$ cat src/rtl/rtg_pkg.sv
package rtg_pkg;
  localparam int AW = 4;

  typedef enum logic [AW-1:0] {
    A_CTRL = 4'd0,
    A_HTOT = 4'd1,
    A_HACT = 4'd2,
    A_HSS  = 4'd3,
    A_HSE  = 4'd4,
    A_VTOT = 4'd5,
    A_VACT = 4'd6,
    A_VSS  = 4'd7,
    A_VSE  = 4'd8,
    A_PREF = 4'd9,
    A_SYNC = 4'd10,
    A_DISP = 4'd11
  } reg_addr_e;

  localparam int NUM_TIM = 9;   // timing registers at addresses 1..9

  // control register bits
  localparam int CB_RUN     = 0;
  localparam int CB_REFRESH = 1;
  // sync control bits
  localparam int SB_RGB     = 0;
  localparam int SB_ALL_OFF = 1;
  localparam int SB_H_INV   = 3;
  localparam int SB_V_INV   = 4;
  localparam int SB_H_OFF   = 5;
  localparam int SB_V_OFF   = 6;
  // display control bit
  localparam int DB_BLANK   = 1;
endpackage

$ cat src/rtl/rtg_regs.sv
module rtg_regs
  import rtg_pkg::*;
#(
  parameter int CW = 12
) (
  input  logic          clk,
  input  logic          rst_n,
  input  logic          wr_en,
  input  logic [AW-1:0] wr_addr,
  input  logic [CW-1:0] wr_data,
  output logic          run_en,
  output logic          refresh_en,
  output logic          rgb_sync_en,
  output logic          sync_all_off,
  output logic          h_inv,
  output logic          v_inv,
  output logic          h_off,
  output logic          v_off,
  output logic          blank,
  output logic [CW-1:0] ax_total   [2],
  output logic [CW-1:0] ax_act     [2],
  output logic [CW-1:0] ax_sync_lo [2],
  output logic [CW-1:0] ax_sync_hi [2],
  output logic [CW-1:0] pref_pt
);
  localparam int NF = 9;
  // flag layout: 0 run, 1 refresh, 2 rgb, 3 all-off, 4 h-inv, 5 v-inv,
  // 6 h-off, 7 v-off, 8 blank
  logic [NF-1:0] flag_q, flag_d;
  logic [CW-1:0] tim_q [NUM_TIM];
  logic [CW-1:0] tim_d [NUM_TIM];

  always_comb begin
    flag_d = flag_q;
    tim_d  = tim_q;
    if (wr_en) begin
      case (wr_addr)
        A_CTRL: begin
          flag_d[0] = wr_data[CB_RUN];
          flag_d[1] = wr_data[CB_REFRESH];
        end
        A_SYNC: begin
          flag_d[2] = wr_data[SB_RGB];
          flag_d[3] = wr_data[SB_ALL_OFF];
          flag_d[4] = wr_data[SB_H_INV];
          flag_d[5] = wr_data[SB_V_INV];
          flag_d[6] = wr_data[SB_H_OFF];
          flag_d[7] = wr_data[SB_V_OFF];
        end
        A_DISP: flag_d[8] = wr_data[DB_BLANK];
        default: begin
          if (wr_addr >= A_HTOT && wr_addr <= A_PREF)
            tim_d[wr_addr - 4'd1] = wr_data;
        end
      endcase
    end
  end

  always_ff @(posedge clk or negedge rst_n) begin
    if (!rst_n) begin
      flag_q <= '0;
      for (int i = 0; i < NUM_TIM; i++) tim_q[i] <= '0;
    end else if (wr_en) begin
      flag_q <= flag_d;
      tim_q  <= tim_d;
    end
  end

  assign run_en       = flag_q[0];
  assign refresh_en   = flag_q[1];
  assign rgb_sync_en  = flag_q[2];
  assign sync_all_off = flag_q[3];
  assign h_inv        = flag_q[4];
  assign v_inv        = flag_q[5];
  assign h_off        = flag_q[6];
  assign v_off        = flag_q[7];
  assign blank        = flag_q[8];

  assign ax_total[0]   = tim_q[0];
  assign ax_act[0]     = tim_q[1];
  assign ax_sync_lo[0] = tim_q[2];
  assign ax_sync_hi[0] = tim_q[3];
  assign ax_total[1]   = tim_q[4];
  assign ax_act[1]     = tim_q[5];
  assign ax_sync_lo[1] = tim_q[6];
  assign ax_sync_hi[1] = tim_q[7];
  assign pref_pt       = tim_q[8];
endmodule

$ cat src/rtl/rtg_axis_counter.sv
module rtg_axis_counter #(
  parameter int CW = 12
) (
  input  logic          clk,
  input  logic          rst_n,
  input  logic          clr,
  input  logic          step,
  input  logic [CW-1:0] last,
  output logic [CW-1:0] count,
  output logic          wrap
);
  logic [CW-1:0] cnt_q, cnt_d;

  always_comb begin
    wrap  = step && (cnt_q >= last);
    cnt_d = cnt_q;
    if (clr)       cnt_d = '0;
    else if (wrap) cnt_d = '0;
    else if (step) cnt_d = cnt_q + 1'b1;
  end

  always_ff @(posedge clk or negedge rst_n) begin
    if (!rst_n)            cnt_q <= '0;
    else if (clr || step)  cnt_q <= cnt_d;
  end

  assign count = cnt_q;
endmodule

$ cat src/rtl/rtg_window.sv
module rtg_window #(
  parameter int CW = 12
) (
  input  logic [CW-1:0] pos,
  input  logic [CW-1:0] lo,
  input  logic [CW-1:0] hi,
  output logic          hit
);
  assign hit = (pos >= lo) && (pos <= hi);
endmodule

$ cat src/rtl/raster_timing_gen.sv
module raster_timing_gen
  import rtg_pkg::*;
#(
  parameter int CW = 12
) (
  input  logic          clk,
  input  logic          rst_n,
  input  logic          reg_we,
  input  logic [AW-1:0] reg_addr,
  input  logic [CW-1:0] reg_wdata,
  output logic [CW-1:0] pixel_x,
  output logic [CW-1:0] pixel_y,
  output logic          display_active,
  output logic          hsync,
  output logic          vsync,
  output logic          prefetch,
  output logic          rgb_sync
);
  localparam int NAX = 2;

  // asynchronous assertion, synchronous release
  logic rst_meta, rst_sync_n;
  always_ff @(posedge clk or negedge rst_n) begin
    if (!rst_n) begin
      rst_meta   <= 1'b0;
      rst_sync_n <= 1'b0;
    end else begin
      rst_meta   <= 1'b1;
      rst_sync_n <= rst_meta;
    end
  end

  logic run_en, refresh_en, rgb_sync_en, sync_all_off;
  logic h_inv, v_inv, h_off, v_off, blank;
  logic [CW-1:0] ax_total   [NAX];
  logic [CW-1:0] ax_act     [NAX];
  logic [CW-1:0] ax_sync_lo [NAX];
  logic [CW-1:0] ax_sync_hi [NAX];
  logic [CW-1:0] pref_pt;

  rtg_regs #(.CW(CW)) u_regs (
    .clk(clk), .rst_n(rst_sync_n),
    .wr_en(reg_we), .wr_addr(reg_addr), .wr_data(reg_wdata),
    .run_en(run_en), .refresh_en(refresh_en), .rgb_sync_en(rgb_sync_en),
    .sync_all_off(sync_all_off), .h_inv(h_inv), .v_inv(v_inv),
    .h_off(h_off), .v_off(v_off), .blank(blank),
    .ax_total(ax_total), .ax_act(ax_act),
    .ax_sync_lo(ax_sync_lo), .ax_sync_hi(ax_sync_hi), .pref_pt(pref_pt)
  );

  logic [CW-1:0] cnt      [NAX];
  logic          step     [NAX];
  logic          wrap     [NAX];
  logic          sync_hit [NAX];
  logic          act_hit  [NAX];

  assign step[0] = run_en;
  assign step[1] = wrap[0];

  for (genvar ax = 0; ax < NAX; ax++) begin : g_axis
    rtg_axis_counter #(.CW(CW)) u_cnt (
      .clk(clk), .rst_n(rst_sync_n), .clr(!run_en), .step(step[ax]),
      .last(ax_total[ax]), .count(cnt[ax]), .wrap(wrap[ax])
    );
    rtg_window #(.CW(CW)) u_sync_win (
      .pos(cnt[ax]), .lo(ax_sync_lo[ax]), .hi(ax_sync_hi[ax]), .hit(sync_hit[ax])
    );
    assign act_hit[ax] = (cnt[ax] <= ax_act[ax]);
  end

  logic h_raw, v_raw;
  assign h_raw = run_en & sync_hit[0];
  assign v_raw = run_en & sync_hit[1];

  assign pixel_x        = cnt[0];
  assign pixel_y        = cnt[1];
  assign hsync          = (h_raw & ~h_off & ~sync_all_off) ^ h_inv;
  assign vsync          = (v_raw & ~v_off & ~sync_all_off) ^ v_inv;
  assign rgb_sync       = rgb_sync_en & ~sync_all_off & (h_raw | v_raw);
  assign display_active = run_en & refresh_en & ~blank & act_hit[0] & act_hit[1];
  assign prefetch       = run_en & (cnt[0] == pref_pt);
endmodule

$ cat config.mk
export PLATFORM = sky130hd
export DESIGN_NAME = raster_timing_gen
export DESIGN_NICKNAME = d
export VERILOG_FILES = /design/src/rtl/rtg_pkg.sv /design/src/rtl/rtg_regs.sv /design/src/rtl/rtg_axis_counter.sv /design/src/rtl/rtg_window.sv /design/src/rtl/raster_timing_gen.sv
export SDC_FILE = /design/constraint.sdc
export NUM_CORES = 1
export LEC_CHECK = 0
export BUFFER_PORTS_ARGS = -buffer_cell sky130_fd_sc_hd__buf_4
export CAP_MARGIN = 15
export CORE_MARGIN = 10
export CORE_UTILIZATION = 25
export DETAILED_ROUTE_END_ITERATION = 6
export HOLD_SLACK_MARGIN = 0.12
export PLACE_DENSITY = 0.51
export REMOVE_ABC_BUFFERS = 1
export SYNTH_ARGS = -nofsm -noshare
export SYNTH_HDL_FRONTEND = slang
export SYNTH_SLANG_ARGS = --single-unit
$ cat constraint.sdc
create_clock -name clk -period 7.1 [get_ports clk]
set_input_delay 1.42 -clock clk [delete_from_list [all_inputs] [get_ports clk]]
set_output_delay 1.42 -clock clk [all_outputs]
set_load 0.01 [all_outputs]
### Word-level counts from Yosys, hierarchy flattened

Cells that the tools add are included.

* input port bits: 19
* memories kept: 0
* bits in latches: 0
* flip-flop bits (word level): 143
* output and inout port bits: 29
* memory bits (writable): 0
* word-level logic and storage cells: 80
* memory bits (read-only): 0

* reductions and logical operators: 15
* bitwise gates (word level): 22
* div/mod/pow operators: 0
* multiply operators: 0
* equality and inequality tests: 4
* add/subtract/negate cells: 3
* $lt $le $gt $ge: 12
* shifts and indexed selects: 0
* mux-type cells: 8

Operators by type and width (count)
* bitwise mux 108 bit: 1
* two-way mux 12 bit: 6
* demux 12 bit (select 4 bit): 1
* >= comparator 12 bit: 4
* less-or-equal comparator 12 bit: 4
* adder 12 x 1 -> 12 bit, second input constant: 2
* bitwise AND 1 bit: 13
* == test 12 bit: 1
* == test 4 bit, second input constant: 2
* AND reduction 2 bit: 4
* logical AND 1 bit: 6
* >= comparator 5 bit, second input constant: 1
* less-than comparator 5 x 1 -> 1 bit, second input constant: 1
* NOT 1 bit: 5
* NOT 4 -> 5 bit: 1
* >= comparator 4 x 1 -> 1 bit, second input constant: 1
* less-or-equal comparator 4 bit, second input constant: 1
* zero test 4 bit: 1
* subtractor 4 x 1 -> 4 bit, second input constant: 1
* != test 3 x 1 -> 1 bit, second input constant: 1
* AND reduction 3 bit: 1
* OR reduction 3 bit: 1
* bitwise XOR 1 bit: 2
* zero test 1 bit: 1
* other kinds (2): 2

### Longest topological paths before layout

Gate-level depths: netlist of the first run.

* depth after elaboration: 7
* gate-level depth with buffers: 10
* mapped depth without buffers: 8

### Cells and area by module

Synthesis of the first run repeated with hierarchy kept, for this count alone.

* cells, all modules: 768
* area, all modules: 8405.6 um^2

By module, submodules not included
* rtg_regs: sequential area each 2927.8 um^2, cells each 268, area each 4440.5 um^2, instances 1
* rtg_axis_counter: sequential area each 300.3 um^2, cells each 110, area each 958.4 um^2, instances 2
* rtg_window: sequential area each 0.0 um^2, cells each 82, area each 590.6 um^2, instances 2
* raster_timing_gen: sequential area each 50.0 um^2, cells each 116, area each 867.1 um^2, instances 1

### Worst setup path before layout of the first run

No wires, ideal clock.

* path type: register to output
* start: reg g_axis[0].u_cnt.cnt_q[0]
* end: out hsync
* path buffers: 0
* required time: 5.680 ns
* arrival time: 2.071 ns
* cell stages (with the launch flop): 9
* setup slack: 3.609 ns
* cells stage by stage: dfrtp_1 -> inv_1 -> ha_1 -> nor2b_1 -> o21ai_0 -> a41oi_1 -> o311a_1 -> nor4b_1 -> xor2_1

* longest elaborated chain between the ends: 6
* elaborated cells between the ends (all ways): 7
* those cells by class: order compare: 2; bitwise: 4; reduce/logical: 1

Ends and longest elaborated chain
* start, declared: line rtg_axis_counter.sv:12 `logic [CW-1:0] cnt_q, cnt_d;`
* start signal, assigned: line rtg_axis_counter.sv:24 `else if (clr || step) cnt_q <= cnt_d;`
* >= comparator 12 bit / less-or-equal comparator 12 bit (equally long branches): line rtg_window.sv:9 `assign hit = (pos >= lo) && (pos <= hi);`
* logical AND 1 bit (*): line rtg_window.sv:9
* bitwise AND 1 bit (*): line raster_timing_gen.sv:72 `assign h_raw = run_en & sync_hit[0];`
* bitwise AND 1 bit (*) (2 in series): line raster_timing_gen.sv:77 `assign hsync = (h_raw & ~h_off & ~sync_all_off) ^ h_inv;`
* bitwise XOR 1 bit (*): line raster_timing_gen.sv:77
* end, declared: line raster_timing_gen.sv:14 `output logic hsync,`

Mark *: on every way between the ends. The rest lies on a longest branch, timed or not.

### Worst setup path in the final report of the first run

* start: reg g_axis[1].u_cnt.cnt_q[0]
* end: out vsync

* longest elaborated chain between the ends: 6
* elaborated cells between the ends (all ways): 7
* those cells by class: order compare: 2; bitwise: 4; reduce/logical: 1

Ends and longest elaborated chain
* start, declared: line rtg_axis_counter.sv:12
* start signal, assigned: line rtg_axis_counter.sv:24
* >= comparator 12 bit / less-or-equal comparator 12 bit (equally long branches): line rtg_window.sv:9
* logical AND 1 bit (*): line rtg_window.sv:9
* bitwise AND 1 bit (*): line raster_timing_gen.sv:73 `assign v_raw = run_en & sync_hit[1];`
* bitwise AND 1 bit (*) (2 in series): line raster_timing_gen.sv:78 `assign vsync = (v_raw & ~v_off & ~sync_all_off) ^ v_inv;`
* bitwise XOR 1 bit (*): line raster_timing_gen.sv:78
* end, declared: line raster_timing_gen.sv:15 `output logic vsync,`

Marked as above.

==> results of run 1 <==
-- cell families (layout without fill, tap and decap cells) --
group | Yosys count | after routing | share of synthesized area
multiplexers | 88 | 88 | 0.121
other | 1 | 1 | 0.000460
AO/OA/AOI/OAI | 125 | 125 | 0.0959
buffers and inverters | 128 | 185 | 0.0616
AND/OR/NAND/NOR | 175 | 175 | 0.106
adder cells (fa/ha/maj) | 98 | 98 | 0.150
flip-flops | 143 | 143 | 0.439
XOR/XNOR | 24 | 24 | 0.0258
-- sequential cells by signal (all words and copies together) (netlist names) --
register,cells
g_axis.u_cnt.count,24
rst_meta,1
rst_sync_n,1
u_regs.ax_act,24
u_regs.ax_sync_hi,24
u_regs.ax_sync_lo,24
u_regs.ax_total,24
u_regs.flag_q,9
u_regs.pref_pt,12
-- per-stage QoR --
stage	power, W	setup slack, ns	cell area [µm²]	hold slack (ns)
floorplan	0.00143	2.82	8020	0.331
global placement	0.00159	3.24	8990	0.339
detailed placement	0.00161	3.22	8990	0.341
CTS	0.00251	2.73	9570	0.356
global route	0.00264	2.41	9570	0.368
finish	0.00248	2.76	9570	0.353
-- report_power, final --
| part | internal, W | switching [W] |
|---|---|---|
| clock | 0.000526 | 0.000365 |
| combinational | 0.000244 | 0.000278 |
| sequential | 0.000975 | 0.0000886 |
| total | 0.00175 | 0.000731 |
-- cell usage after synthesis (13+ instances only) --
| library cell | count |
|---|---|
| a21o_1 | 13 |
| nand4_1 | 20 |
| o21ai_0 | 45 |
| nor2_1 | 28 |
| nand3_1 | 27 |
| xor2_1 | 15 |
| clkbuf_1 | 20 |
| a21oi_1 | 25 |
| ha_1 | 98 |
| inv_1 | 99 |
| mux2_2 | 84 |
| nand2_1 | 55 |
| dfrtp_1 | 143 |
-- layout make-up --
type	instances	area share
Clock buffer	19	0.0463
Clock inverter	13	0.0146
Timing Repair Buffer	54	0.0424
Multi-Input combinational cell	511	0.426
Tap cell	442	0.0578
Sequential cell	143	0.374
Inverter	99	0.0388
-- cell usage in the layout (no fill, tap or decap), types with 3 or more instances in the layout --
master        n
o211ai_1      4
buf_4        54
and2_1        3
o22ai_1       4
clkbuf_16    17
mux2_2       84
nand3b_1      3
xor2_1       15
nand2_1      55
nor3_1        4
inv_1        99
clkinvlp_4    4
a31oi_1      10
nand4_1      20
dfrtp_1     142
and3_1        8
nand3_1      27
a211o_1       4
a221oi_1      4
clkinv_2      3
clkinv_4      3
a21o_1       13
xnor2_1       9
a21oi_1      25
nand2b_1      7
o21ai_0      45
ha_1         98
mux2i_1       4
nor2b_1       8
nor2_1       28
-- critical path, cell delays in order, from the launching register on --
cell     delay (ns)
dfrtp_1        0.45
inv_1          0.14
ha_1           0.30
nor2b_1        0.04
o21ai_0        0.21
a41oi_1        0.16
o311a_1        0.40
nor4b_1        0.31
xor2_1         0.31
buf_4          0.19
-- layer usage --
layer / routed length [µm] / GRT usage / vias up
li1: - / - / 2810
met1: 10200 / 0.143 / 2765
met2: 9890 / 0.171 / 68
met3: 512 / 0.0181 / 18
met4: 241 / 0.0325 / 0
met5: 0 / 0 / -
-- how the worst max path moves through the flow --
stage,start,end,slack (ns),depth (start not counted)
CTS,g_axis[1].u_cnt.count[0],vsync,2.73,9
global route,g_axis[1].u_cnt.count[0],vsync,2.41,9
global placement,g_axis[0].u_cnt.count[5],hsync,3.24,8
detailed placement,g_axis[1].u_cnt.count[0],vsync,3.22,9
finish,g_axis[1].u_cnt.count[0],vsync,2.76,9
floorplan,rst_sync_n,g_axis[0].u_cnt.count[0],2.82,0
==> summary.md, run 1 <==
| Metric | Value |
|---|---|
| Die Y | 201 µm |
| FF-to-FF setup slack | approximately 4.3 ns |
| Critical Path AT | 2.92 ns |
| WHS Endpoint | rst_sync_n |
| Final Non-Filler Cells | ~1,300 |
| Filler instances | around 3,400 |
| Vias in the first global route | approximately 5,700 |
| Worst Path Required | 5.68 ns |
| Reg area | ~3600 µm² |
| Clock-pin slew on the worst setup and hold paths | about 0.06 ns |
| Crit Path Category | flip-flop to primary output |
| Hold-fix buffer count after cts | 0 |
| # clock sinks | 143 |
| Detail Route Antenna Nets | 0 |
| Pleak | 4.60 nW |
| IO Port Bufs | 47 |
| Synthesized area per cell | between 10 and 15 µm² |
| Final Util | 0.296 |
| Clk root buf | clkbuf_16 |
| Initial core utilization | 0.252 |
| Multi-input logic area | a little over 4000 µm² |
| Die Area | 40,200 µm² |
| Number of H-tree levels | 4 |
| Clock Tree Buf Depth | 2 |
| Distinct cell type count after synthesis | between 40 and 50 |
| RSZ-0062 raised after global routing | false |
| Postcts setup bufs | 0 |
| # IOs | 48 |
| Routed via count | ~5,700 |
| Final net count | 943 |
| Outcome | finished clean |
| Post-CTS sizing | 0 |
| Hold wc startpoint | rst_meta |
| Share of cells above drive strength 1 | 0.209 |
| GRT Resource Usage Total | 0.107 |
| Max Fclk | around 230 MHz |
| P&R area growth vs syn | 17.4% |
| Initial antenna violation count | 0 |
| Async SR Flop Fraction | 1.00 |
| CP endpoint kind | primary output |
| Mapped cell area | 8150 µm² |
| Wire per inst | between 15 and 20 µm |
| Final min period | roughly 4.3 ns |
| Drt drc | 0 |
| Post-synth EDFFs | 0 |
| Top-area cell type share of the netlist area | 0.439 |
| Worst Skew | about 0.0089 ns |
| Worst Setup Start Kind | flip-flop |
| WL final | around 21 mm |
| Path depth of the worst reg2reg path | 7 |
| Worst skew pair latency | 0.43 ns |
| Worst-path maximum fanout | 7 |
| Worst Hold Depth | 0 |
| Least-Margin Pin Slew | ~1.0 ns |
| DRT iter0 DRCs | 250 |
| TritonCTS Buffers | 17 |
| Setup TNS | 0 ns |
| Die W | roughly 200 µm |
| Fin. max-slew vios | 0 |
| First-pass GRT wire length | 33.8 mm |
| Max-Cap Viols | 0 |
| TritonCTS clock tree | built |
| Final setup viols | 0 |
| Core box area | roughly 32,000 µm² |
| Top FF cell, synth | dfrtp_1 |
| Number of synthesized register bits | approximately 140 |
| Largest area contributor in the netlist | dfrtp_1 |
| Grt ovf | 0 |
| Routability Congestion | roughly 0.8 |
| Max_slew headroom | 0.322 |
| Largest net degree at the start of global routing | between 70 and 80 |
| Final-report hold violation count | 0 |
| Final period util | 0.611 |
| Synth top area cells | dfrtp_1 (44%), ha_1 (15%), mux2_2 (12%) |
| Reg2reg start | g_axis[0].u_cnt.count[2] |
| Max IR drop VDD | 0.000139 V |
| Power Dens Cells | approximately 260 nW/µm² |
| YS warnings | 0 |
| Register area share after synthesis | 0.439 |
| Hold Crit Class | flip-flop to flip-flop |
| Drt pass-1 iters | 4 |
| Ant. Diodes | 0 |
| Synthesized instance count | just under 800 |
| Via-to-Cell Ratio | between 4 and 5 |
| Post-DP HPWL | roughly 15 mm |
| Cell row count | 66 |
| Placed Cells | between 1,000 and 1,500 |
| Reg-to-reg endpoint | g_axis[0].u_cnt.count[6] |
Note: power is estimated with default switching activity, not from simulation.
==> inputs of run 2 (changes only) <==
Clock period 7.1 ns to 4 ns, I/O delays scaled along.
==> summary.md, run 2 (synthesis results as in run 1) <==
| Metric | Value |
|---|---|
| Reg-to-reg endpoint | g_axis[1].u_cnt.count[10] |
| Die Y | roughly 200 µm |
| Overall power | about 0.0045 W |
| Fin. max-slew vios | 0 |
| Pleak | around 4.7 nW |
| Wire per inst | 16.2 µm |
| Path depth of the worst reg2reg path | 9 |
| Grt ovf | 0 |
| GRT Resource Usage Total | 0.107 |
| Drt drc | 0 |
| WL final | slightly above 20 mm |
| Power Dens Cells | between 400 and 500 nW/µm² |
| Post-CTS sizing | 0 |
| Postcts setup bufs | 0 |
| Reg2reg start | g_axis[1].u_cnt.count[7] |
| TritonCTS Buffers | 17 |
| FF-to-FF setup slack | 1.37 ns |
| Critical Path AT | around 3.0 ns |
| Worst Setup Start Kind | flip-flop |
| Crit Path Category | flip-flop to primary output |
| First-pass GRT wire length | approximately 34 mm |
| Most common cell after layout, fill and taps aside | dfrtp_1 |
| Via-to-Cell Ratio | 4.38 |
| Share of cells above drive strength 1 | 0.214 |
| Final min period | approximately 3.8 ns |
| Initial antenna violation count | 0 |
| Outcome | finished clean |
| Final period util | 0.939 |
| Pre-CTS setup slack | between 0.7 and 0.8 ns |
| # IOs | 48 |
| DRT iter0 DRCs | 332 |
| Ant. Diodes | 0 |
| Max-Cap Viols | 0 |
| CP endpoint kind | primary output |
| Clock-pin slew on the worst setup and hold paths | 0.06 ns |
| Core box area | 32,400 µm² |
| TritonCTS clock tree | built |
| Number of H-tree levels | 4 |
| Worst hold margin | ~0.14 ns |
| Final-report hold violation count | 0 |
| Die Area | 40,200 µm² |
| Hold-fix buffer count after cts | 0 |
| Placed cell area | 9030 µm² |
| Cell row count | 66 |
| Max_slew headroom | 0.317 |
| Crit path launch | g_axis[1].u_cnt.count[10] |
| Setup crit end | vsync |
| Design area | between 9000 and 10,000 µm² |
| Vias in the first global route | about 5,800 |
| Detail Route Antenna Nets | 0 |
| IO Port Bufs | 47 |
| Worst Skew | between 0.008 and 0.009 ns |
| Max Fclk | ~270 MHz |
| # clock sinks | between 100 and 150 |
| Largest net degree at the start of global routing | 73 |
| Final setup viols | 0 |
| Final worst slack | ~0.25 ns |
| Max IR drop VDD | roughly 0.00024 V |
| Clk root buf | clkbuf_16 |
| Least-Margin Pin Slew | between 1 and 1.5 ns |
| Worst Path Required | roughly 3.2 ns |
| Worst-path maximum fanout | 10 |
| Drt pass-1 iters | 4 |
| Placed Cells | ~1,300 |
| Routed via count | around 5,600 |
| Hold Crit Class | input port to asynchronous set/reset pin |
| Die W | around 200 µm |
| Final Non-Filler Cells | about 1,300 |
| P&R area growth vs syn | 18.6% |
| Worst skew pair latency | ~0.43 ns |
| Clock Tree Buf Depth | 2 |
| Initial core utilization | 0.252 |
| Routability Congestion | roughly 0.80 |
| Final net count | 947 |
| RSZ-0062 raised after global routing | false |
| Post-DP HPWL | around 15 mm |
| Most frequent cells in the layout | dfrtp_1 (142), inv_1 (99), ha_1 (98) |
==> run 2: cell types whose count changed in the layout (fill, tap and decap cells not counted) <==
cell	change
bufinv_16	+2
buf_4	+3
clkinvlp_4	-2
clkinv_2	-1
inv_6	-1
nor2_2	+1
clkinv_4	+2
nor2_1	-1
buf_12	+1
==> run 2: cell type report <==
class	count	area, µm²
Tap cell	442	553
Sequential cell	143	3580
Multi-Input combinational cell	511	4080
Inverter	99	372
Clock inverter	13	189
Clock buffer	19	443
Fill cell	3412	22700
Timing Repair Buffer	58	448
==> run 2: report_power, final <==
group	internal (W)	switching, W	total (W)
clock network	0.00106	0.000645	0.00171
registers	0.00173	0.000154	0.00188
logic	0.000437	0.000493	0.000930
total	0.00323	0.00129	0.00452
==> run 2: stage by stage <==
stage          utilization  TNS [ns]
3_5_place_dp         0.279         0
3_3_place_gp         0.279         0
5_1_grt              0.299         0
4_1_cts              0.299         0
2_1_floorplan            -    -39.38
6_report             0.299         0
==> run 2: critical path, cell delays in order (launching register included) <==
cell and delay [ns]:
dfrtp_1 0.51, ha_1 0.39, a21oi_1 0.17, nand2_1 0.07, a221oi_1 0.36, a21oi_1 0.16
nor4b_1 0.37, xor2_1 0.31, buf_4 0.19
==> run 2: layer usage <==
metal	part of all wire	up-vias	global-route usage	routed length (µm)
met5	0	-	0	0
met4	0.015	0	0.0349	315
met3	0.026	17	0.0198	537
met2	0.47	69	0.174	9780
met1	0.49	2729	0.139	10200
li1	-	2814	-	-
==> run 2: worst min-delay path by stage <==
stage                        start    endpoint  slack [ns]
after floorplan           rst_meta  rst_sync_n        0.33
after CTS                    rst_n  rst_sync_n        0.13
after global routing         rst_n  rst_sync_n        0.13
after global placement    rst_meta  rst_sync_n        0.33
final                        rst_n  rst_sync_n        0.14
after detailed placement  rst_meta  rst_sync_n        0.34
==> inputs of run 3 (changes only) <==
Settings changed: CORE_UTILIZATION 25 to 58, PLACE_DENSITY 0.51 to 0.87.
Clock period 4 ns to 4.26 ns, I/O delays scaled along.
==> summary.md, run 3 (synthesis results as in run 1) <==
| Metric | Value |
|---|---|
| Outcome | finished clean |
| Worst skew pair latency | around 0.42 ns |
| Placed cell area | about 8700 µm² |
| Initial core utilization | 0.589 |
| Post-CTS sizing | 0 |
| Design area | 9230 µm² |
| Worst Setup Start Kind | flip-flop |
| Die Area | about 19,000 µm² |
| Die W | 139 µm |
| Grt ovf | 0 |
| TritonCTS clock tree | built |
| Via-to-Cell Ratio | a little under 6 |
| Hold-fix buffer count after cts | 0 |
| # clock sinks | 143 |
| Ant. Diodes | 0 |
| Final net count | roughly 940 |
| Crit Path Category | flip-flop to primary output |
| Vias in the first global route | ~6,100 |
| Least-Margin Pin Slew | 0.929 ns |
| CP endpoint kind | primary output |
| Final setup viols | 0 |
| Final period util | 0.894 |
| Drt drc | 0 |
| Initial antenna violation count | 0 |
| Share of cells above drive strength 1 | 0.207 |
| Postcts setup bufs | 0 |
| Max Fclk | 263 MHz |
| Max_slew headroom | 0.376 |
| Final min period | 3.81 ns |
| Detail Route Antenna Nets | 0 |
| Worst Skew | 0.00787 ns |
| Final Util | 0.668 |
| Most frequent cells in the layout | dfrtp_1 (142), inv_1 (99), ha_1 (98) |
| GRT Resource Usage Total | 0.202 |
| First-pass GRT wire length | 31.9 mm |
| Pre-CTS setup slack | ~0.99 ns |
| Pleak | 4.61 nW |
| Routability Congestion | approximately 0.95 |
| Max-Cap Viols | 0 |
| Power Dens Cells | roughly 440 nW/µm² |
| Number of H-tree levels | 4 |
| Clk root buf | clkbuf_16 |
| WL final | about 19 mm |
| Final Non-Filler Cells | 1,019 |
| Post-DP HPWL | between 10 and 15 mm |
| Die Y | 139 µm |
| Core box area | approximately 14,000 µm² |
| Max IR drop VDD | about 0.00029 V |
| TritonCTS Buffers | 17 |
| IO Port Bufs | 47 |
| Clock-pin slew on the worst setup and hold paths | around 0.060 ns |
| Hold Crit Class | input port to asynchronous set/reset pin |
| Fin. max-slew vios | 0 |
| P&R area growth vs syn | 13.3% |
| Most common cell after layout, fill and taps aside | dfrtp_1 |
| Routed via count | between 5,000 and 6,000 |
| RSZ-0062 raised after global routing | false |
| Cell row count | 43 |
| Largest net degree at the start of global routing | approximately 140 |
| Critical Path AT | roughly 3.0 ns |
| # IOs | 48 |
| Final-report hold violation count | 0 |
| Setup TNS | 0 ns |
| DRT iter0 DRCs | around 460 |
| Worst Path Required | between 3 and 4 ns |
| Drt pass-1 iters | 4 |
| Placed Cells | around 990 |
| FF-to-FF setup slack | 1.29 ns |
| Clock Tree Buf Depth | 2 |
| Worst-path maximum fanout | 7 |
| Wire per inst | roughly 19 µm |
| Final worst slack | roughly 0.45 ns |
## run 3: changes by cell type in the layout (fill, tap and decap cells not counted), sizes merged
| cell | previous run | this run |
|---|---|---|
| clkbuf | 19 | 22 |
| buf | 58 | 54 |
| bufinv | 4 | 1 |
## run 3: per-layer routing
metal	wire [µm]	vias up	global-route usage
met5	0	-	0
met4	467	0	0.0782
met3	1070	40	0.0432
met2	9420	180	0.335
met1	8470	2961	0.251
li1	-	2804	-
## run 3: worst paths after layout
check                                             to  cells past startpoint                startpoint
min                                       rst_sync_n                      1                     rst_n
min reg2reg                               rst_sync_n                      0                  rst_meta
max                                            vsync                      9  g_axis[1].u_cnt.count[0]
max reg2reg                g_axis[1].u_cnt.count[10]                      8  g_axis[0].u_cnt.count[0]
min in group clk                          rst_sync_n                      0                  rst_meta
max in group asynchronous   g_axis[1].u_cnt.count[4]                      1                rst_sync_n
## run 3: stage by stage
stage          power [W]  hold WS [ns]
3_3_place_gp     0.00260         0.335
6_report         0.00409         0.203
5_1_grt          0.00430         0.195
3_5_place_dp     0.00267         0.341
4_1_cts          0.00410         0.197
2_1_floorplan    0.00238         0.331
## run 3: final cells by class
type	count	area [µm²]
Multi-Input combinational cell	511	4080
Timing Repair Buffer	54	418
Inverter	99	372
Fill cell	969	4590
Clock inverter	10	87.6
Tap cell	180	225
Sequential cell	143	3580
Clock buffer	22	474
## run 3: power by group
| group | switching, W | internal (W) | leakage (nW) |
|---|---|---|---|
| combinational | 0.000502 | 0.000415 | 2.55 |
| sequential | 0.000146 | 0.00163 | 1.78 |
| clock | 0.000558 | 0.000845 | 0.276 |
| total | 0.00121 | 0.00289 | 4.61 |
## run 3: worst max-delay path, cell delays in order (launching register included)
cell     delay (ns)
dfrtp_1        0.45
inv_1          0.14
ha_1           0.34
nor2b_1        0.06
o21ai_0        0.17
a41oi_1        0.19
o311a_1        0.42
nor4b_1        0.31
xor2_1         0.28
buf_4          0.18
